## src/rtl/usb_ep_handshake.sv

```systemverilog
module usb_ep_handshake (
  input  logic       clk,
  input  logic       rst_n,
  input  logic       reg_wr,
  input  logic [7:0] reg_wdata,
  output logic [7:0] reg_rdata,
  input  logic       tok_valid,
  input  logic [1:0] tok_pid,
  input  logic       xfer_done,
  input  logic       pkt_good,
  output logic [1:0] hs_code,
  output logic       buf_wen
);
  localparam logic [1:0] HS_NONE = 2'd0, HS_ACK = 2'd1, HS_NAK = 2'd2, HS_STALL = 2'd3;

  logic [1:0] mode, size;
  logic       stall, dir_in, valid, done;
  logic       busy, busy_in;

  assign reg_rdata = {mode, stall, dir_in, size, valid, done};

  logic tok_is_in, tok_is_out, match, refuse;
  assign tok_is_in  = tok_pid == 2'd1;
  assign tok_is_out = tok_pid == 2'd0 || tok_pid == 2'd2;
  assign match      = tok_valid && (dir_in ? tok_is_in : tok_is_out);
  assign refuse     = done || (dir_in ? !valid : valid);

  always_comb begin
    hs_code = HS_NONE;
    if (match) begin
      if (stall)       hs_code = HS_STALL;
      else if (refuse) hs_code = HS_NAK;
      else             hs_code = HS_ACK;
    end
  end

  logic finish_ok;
  assign finish_ok = xfer_done && busy && pkt_good;

  always_ff @(posedge clk) begin
    if (!rst_n) begin
      {mode, stall, dir_in, size, valid, done} <= 8'h00;
      busy    <= 1'b0;
      busy_in <= 1'b0;
      buf_wen <= 1'b0;
    end else begin
      if (reg_wr) begin
        mode   <= reg_wdata[7:6];
        stall  <= reg_wdata[5];
        dir_in <= reg_wdata[4];
        size   <= reg_wdata[3:2];
        if (dir_in)          valid <= reg_wdata[1];
        else if (!reg_wdata[1]) valid <= 1'b0;
        if (!reg_wdata[0])   done  <= 1'b0;
      end
      if (xfer_done) begin
        busy    <= 1'b0;
        buf_wen <= 1'b0;
      end else if (hs_code == HS_ACK) begin
        busy    <= 1'b1;
        busy_in <= dir_in;
        buf_wen <= !dir_in;
      end
      if (finish_ok) begin
        done  <= 1'b1;
        valid <= !busy_in;
      end
    end
  end

  a_r8_stall_first: assert property (@(posedge clk) disable iff (!rst_n)
    match && stall |-> hs_code == HS_STALL);

  a_r4_done_naks: assert property (@(posedge clk) disable iff (!rst_n)
    match && !stall && done |-> hs_code == HS_NAK);

  a_r3_one_keeps: assert property (@(posedge clk) disable iff (!rst_n)
    reg_wr && reg_wdata[0] && !done && !finish_ok |=> !done);

  a_r10_hw_wins: assert property (@(posedge clk) disable iff (!rst_n)
    finish_ok |=> done);

  a_r6_in_disarm: assert property (@(posedge clk) disable iff (!rst_n)
    finish_ok && busy_in |=> !valid);

  a_r11_no_wen_on_refuse: assert property (@(posedge clk) disable iff (!rst_n)
    (hs_code == HS_NAK || hs_code == HS_STALL) && !buf_wen |=> !buf_wen);

  a_r9_no_reply_mismatch: assert property (@(posedge clk) disable iff (!rst_n)
    !match |-> hs_code == HS_NONE);
endmodule

```

## config.mk

```make
export PLATFORM = sky130hd
export DESIGN_NAME = usb_ep_handshake
export DESIGN_NICKNAME = d
export VERILOG_FILES = /design/src/rtl/usb_ep_handshake.sv
export SDC_FILE = /design/constraint.sdc
export NUM_CORES = 1
export LEC_CHECK = 0
export CAP_MARGIN = 25
export CELL_PAD_IN_SITES_DETAIL_PLACEMENT = 1
export CELL_PAD_IN_SITES_GLOBAL_PLACEMENT = 2
export CORE_MARGIN = 8
export CORE_UTILIZATION = 22
export DETAILED_ROUTE_END_ITERATION = 8
export HOLD_SLACK_MARGIN = 0.08
export PLACE_DENSITY = 0.88
export SLEW_MARGIN = 10
export SYNTH_ARGS = -nofsm -noshare
export SYNTH_HDL_FRONTEND = slang
export SYNTH_SLANG_ARGS = --single-unit
```

## constraint.sdc

```tcl
create_clock -name clk -period 4.6 [get_ports clk]
set_clock_uncertainty 0.15 [all_clocks]
set_input_delay 0.46 -clock clk [delete_from_list [all_inputs] [get_ports clk]]
set_output_delay 0.46 -clock clk [all_outputs]
set_load 0.02 [all_outputs]
```

==> results of run 1 <==
==> metrics by stage <==
stage,instances,setup WS (ps),utilization,area [um^2]
after detailed placement,105,1720,0.351,776
after global routing,109,1620,0.363,802
final,109,1730,0.363,802
after global placement,105,1830,0.351,776
after floorplan,57,2830,-,518
after CTS,109,1710,0.363,802
==> cells by family (layout without fill, tap and decap cells) <==
family | count (synthesis) | after routing | synth area share
compound gates | 10 | 10 | 0.121
flops | 11 | 11 | 0.425
simple gates | 21 | 21 | 0.234
mux | 6 | 6 | 0.116
buf+inv | 8 | 32 | 0.0870
xor+xnor | 1 | 1 | 0.0169
==> tightest hold or removal path: stages (launching register included) <==
cell	delay, ps
dfxtp_1	320
nand2_1	50
o21ai_0	60
==> how the worst max path moves through the flow <==
stage	to	cells past startpoint	start
final	hs_code[0]	5	tok_pid[1]
after global routing	hs_code[0]	5	tok_pid[1]
after CTS	hs_code[0]	5	tok_pid[1]
after detailed placement	hs_code[0]	5	tok_pid[1]
after global placement	hs_code[0]	5	tok_pid[1]
after floorplan	hs_code[0]	3	tok_pid[1]
==> flip-flops by register name, indices dropped and copies added, names as in the netlist <==
name / count
buf_wen: 1
busy: 1
busy_in: 1
dir_in: 1
done: 1
mode: 2
size: 2
stall: 1
valid: 1
==> cell usage in the layout, fill, tap and decap left out <==
cell | synthesis | final
clkdlybuf4s50_1 | 0 | 26
dfxtp_1 | 11 | 11
nor2b_1 | 9 | 9
nor2_1 | 6 | 6
mux2i_1 | 6 | 6
o21ai_0 | 3 | 3
a21oi_1 | 3 | 3
clkbuf_4 | 0 | 3
inv_1 | 2 | 2
nand2_1 | 2 | 2
and3b_1 | 1 | 1
xor2_1 | 1 | 1
or3_4 | 1 | 1
nand3_1 | 1 | 1
a21boi_0 | 1 | 1
o21a_1 | 1 | 1
o311ai_0 | 1 | 1
o41ai_1 | 1 | 1
or4b_1 | 1 | 1
clkbuf_1 | 2 | 1
==> per-layer routing <==
metal  track usage  vias up
li1              -      237
met1        0.0673      225
met2         0.125       18
met3        0.0481        0
met4        0.0300        0
met5             0        -
==> area by class of cell <==
type | instances | area, um^2 | area share
sequential | 11 | 220 | 0.275
clock buffer | 4 | 26.3 | 0.0328
multi-input combinational | 38 | 253 | 0.315
inverter | 2 | 7.51 | 0.00936
tap | 28 | 35.0 | 0.0437
timing repair buffer | 26 | 260 | 0.324
==> Yosys cell counts, drive strengths merged <==
| master | n |
|---|---|
| nor2 | 6 |
| inv | 2 |
| nand3 | 1 |
| mux2i | 6 |
| or3 | 1 |
| xor2 | 1 |
| a21boi | 1 |
| o41ai | 1 |
| o21ai | 3 |
| nand2 | 2 |
| o21a | 1 |
| and3b | 1 |
| a21oi | 3 |
| or4b | 1 |
| nor2b | 9 |
| dfxtp | 11 |
| clkbuf | 2 |
| o311ai | 1 |
| buf | 4 |
==> power groups by stage <==
stage	sequential, W	combinational (W)	clock [W]
floorplan	0.000107	0.0000216	0
global placement	0.000105	0.0000472	0
detailed placement	0.000105	0.0000487	0
CTS	0.000103	0.0000490	0.0000700
global route	0.000104	0.0000523	0.0000738
finish	0.000103	0.0000478	0.0000650
==> impl_metrics.yaml, run 1 <==
route:
  antenna_left: 0
  vias_per_cell: 4.40
  num_vias: 480
  drt_iter0_drc: 4
  drc: 0
  drt-pass1-iter-count: 4
  maxUsedRoutingLayer: "met3"
  wl_met3_um: 153
  drt-total-wl_um: 1440
  wl_met1_um: 593
  wl_per_cell_um: 13.2
  wl_met2_um: 691
cts:
  cts_buffer_depth: 2
  clk_pin_slew_ps: 70
  clock_latency_ps: 260
  holdBufCountCts: 0
  root_buffer: "clkbuf_4"
  cts_tree: "built"
  numCtsBuffers: 3
  post_cts_resized: 0
  htree_levels: 1
  postCtsSetupRepairBufs: 0
  clock-sinks: 11
global_route:
  grt_pass1_wl_um: 2490
  grtUsageTotal: 0.0731
  grt_max_degree: 12
  overflow: 0
  antenna_found_initial: 0
  grt_pass1_vias: 595
floorplanning:
  coreArea_um2: 2210
  num_rows: 17
  initial_core_util: 0.234
  die_h_um: 64.5
  ioPinCount: 27
  die_area_um2: 4160
  die_x_um: 64.5
critical_path:
  crit_slowest_cell: "clkdlybuf4s50_1"
  cp_num_buf_inv: 2
  end_kind: "output port"
  critPathTopFamily: "buffers and inverters"
  start_kind: "input port"
  cp_slowest_stage_delay_ps: 570
  regToRegStartpoint: "dir_in$_SDFFE_PN0P_"
  reg2reg_slack_ps: 2830
  crit_chain: "clkdlybuf4s50_1, and3b_1, o21ai_0, nor2_1, clkdlybuf4s50_1"
  arrival_ps: 2260
  cp_max_fo: 6
  path_class: "input port to output port"
  critPathMostFrequentCell: "clkdlybuf4s50_1"
  r2r_cells: 4
  worstPathRequired_ps: 3990
  reg2reg_to: "buf_wen$_SDFFE_PP0N_"
yosys:
  synth.distinct_cells: 19
  ys_seq_area_frac: 0.425
  yosysWarnings: 0
  ys_seq_elements: 11
  syn_area_um2: 518
  synth_nets: 73
  syn_inst: 57
  synth_area_leaders: "dfxtp_1 (43%), mux2i_1 (12%), nor2b_1 (11%), buf_4 (5.8%), nor2_1 (4.3%)"
  synth_top_area_frac: 0.425
  syn_area_per_cell_um2: 9.09
  yosysTopAreaCell: "dfxtp_1"
power:
  internal-power_w: 0.000161
  total_power_w: 0.000216
  pwr-share-clk: 0.301
  power_leakage_nw: 0.316
  p_per_area_nw_per_um2: 269
  pwr-share-seq: 0.477
  swShare: 0.255
  pwr-share-comb: 0.222
  peakVddDrop_v: 0.000114
  netSwitchingPower_w: 0.0000550
sta:
  final.period_utilization: 0.623
  maxSlewViolCount: 0
  relSlewSlack: 0.598
  hold_ws_ps: 325
  hold_viol: 0
  tightest_slew_ps: 597
  setup_viol_count_final: 0
  fmax_mhz: 349
  tns_ps: 0
  rsz0062_at_grt: "no"
  min_period_ps: 2870
placed_design:
  portBuffers: 26
  dpl.hpwl_um: 1180
  gp_congestion: 0.725
final_layout:
  fillerInstances: 263
  fin_nets: 98
  diodes: 0
  drive_gt1_frac: 0.0494
  area_growth_pct: 54.8
outcome:
  status: "finished clean"
job:
  maxCapViolCount: 0
hold_path:
  hold-path-cell-count: 2
  hp-class: "flop to flop"
  hold_path_end: "buf_wen$_SDFFE_PP0N_"
  min-delay-start: "buf_wen$_SDFFE_PP0N_"
(Power assumes the default switching activity.)
==> run 2: changes to the inputs <==
- CORE_UTILIZATION: 22 -> 20
- PLACE_DENSITY: 0.88 -> 0.81
- clock period: 4.6 -> 2.7 ns (I/O delays scaled with it)
==> run 2 against run 1 <==
  * Routed wire length fell by 2.5%
  * Total power rose by 72%
  * Non-clock buffer count stayed put
  * Via count fell by 0.21%
  * Cell count up 1.8%
  * Setup slack got worse by 1500 ps
==> impl_metrics.yaml, run 2 (synthesis results as in run 1) <==
outcome:
  status: "finished clean"
global_route:
  grt_max_degree: 12
  grt_pass1_wl_um: 2220
  antenna_found_initial: 0
  top_usage_layer: "met2"
  met2_usage: 0.117
  grt_use_met3: 0.0101
  overflow: 0
  grt_pass1_vias: 507
  grtUsageMet1: 0.0639
  grtUsageTotal: 0.0662
cts:
  post_cts_resized: 0
  clk_pin_slew_ps: 70
  clock_latency_ps: 270
  clock-sinks: 11
  root_buffer: "clkbuf_4"
  cts_tree: "built"
  cts_buffer_depth: 2
  postCtsSetupRepairBufs: 0
  holdBufCountCts: 0
  numCtsBuffers: 3
  htree_levels: 1
final_layout:
  final_common_cell: "clkdlybuf4s50_1"
  top_regs: "mode x2, size x2"
  final_cell_mix: "clkdlybuf4s50_1 (26), dfxtp_1 (11), nor2b_1 (9)"
  fin_nets: 98
  diodes: 0
  fillerInstances: 305
  area_growth_pct: 55.3
  drive_gt1_frac: 0.0494
sta:
  hold_viol: 0
  timing.final.ws_setup_ps: 262
  fmax_mhz: 410
  tightest_slew_ps: 581
  min_period_ps: 2440
  tns_ps: 0
  final.period_utilization: 0.903
  relSlewSlack: 0.608
  hold_ws_ps: 316
  setup_viol_count_final: 0
  maxSlewViolCount: 0
  rsz0062_at_grt: "no"
placed_design:
  gp_congestion: 0.686
  dpl.hpwl_um: 1170
  portBuffers: 26
  pre_cts_ws_ps: 244
floorplanning:
  num_rows: 18
  initial_core_util: 0.209
  ioPinCount: 27
  die_area_um2: 4470
  die_h_um: 66.9
  coreArea_um2: 2480
  die_x_um: 66.9
critical_path:
  regToRegStartpoint: "dir_in$_SDFFE_PN0P_"
  start_kind: "input port"
  end_kind: "output port"
  crit_path_start: "tok_pid[1]"
  reg2reg_slack_ps: 900
  cp_max_fo: 6
  path_class: "input port to output port"
  worstPathRequired_ps: 2280
  arrival_ps: 2020
route:
  drt-pass1-iter-count: 3
  antenna_left: 0
  num_vias: 479
  vias_per_cell: 4.32
  drt_iter0_drc: 6
  wl_per_cell_um: 12.6
  drc: 0
  drt-total-wl_um: 1400
hold_path:
  min-delay-start: "buf_wen$_SDFFE_PP0N_"
  hp-class: "flop to flop"
power:
  power_leakage_nw: 0.316
  peakVddDrop_v: 0.000183
  p_per_area_nw_per_um2: 461
job:
  maxCapViolCount: 0
[run 2: worst paths after layout]
| check | end | depth (start not counted) |
|---|---|---|
| worst max-delay path | hs_code[0] | 5 |
| worst min-delay path | buf_wen$_SDFFE_PP0N_ | 2 |
| worst max register to register | buf_wen$_SDFFE_PP0N_ | 4 |
| worst min register to register | buf_wen$_SDFFE_PP0N_ | 2 |
[run 2: power by group]
group	switching, W	internal, W
logic	0.0000339	0.0000473
clock network	0.0000572	0.0000571
registers	0.00000581	0.000169
[run 2: routing by layer]
layer,wire length (um),vias up
li1,-,238
met4,34,0
met3,71,2
met2,753,9
met5,0,-
met1,542,230
[run 2: final cells by class]
type / count / area [um^2] / share of cell area
inverter: 2 / 7.51 / 0.00933
tap: 30 / 37.5 / 0.0467
timing repair buffer: 26 / 260 / 0.323
sequential: 11 / 220 / 0.274
multi-input combinational: 38 / 253 / 0.314
clock buffer: 4 / 26.3 / 0.0327
[run 2: worst max-delay path, stage by stage]
cell and delay (ps):
clkdlybuf4s50_1 450, and3b_1 160, o21ai_0 470, nor2_1 110, clkdlybuf4s50_1 560
[run 2: metrics by stage]
step                 util  total power, W  instance area (um^2)  instances
floorplan               -        0.000220                   518         57
global placement    0.314        0.000261                   778        107
detailed placement  0.314        0.000262                   778        107
CTS                 0.325        0.000377                   805        111
global route        0.325        0.000389                   805        111
finish              0.325        0.000371                   805        111
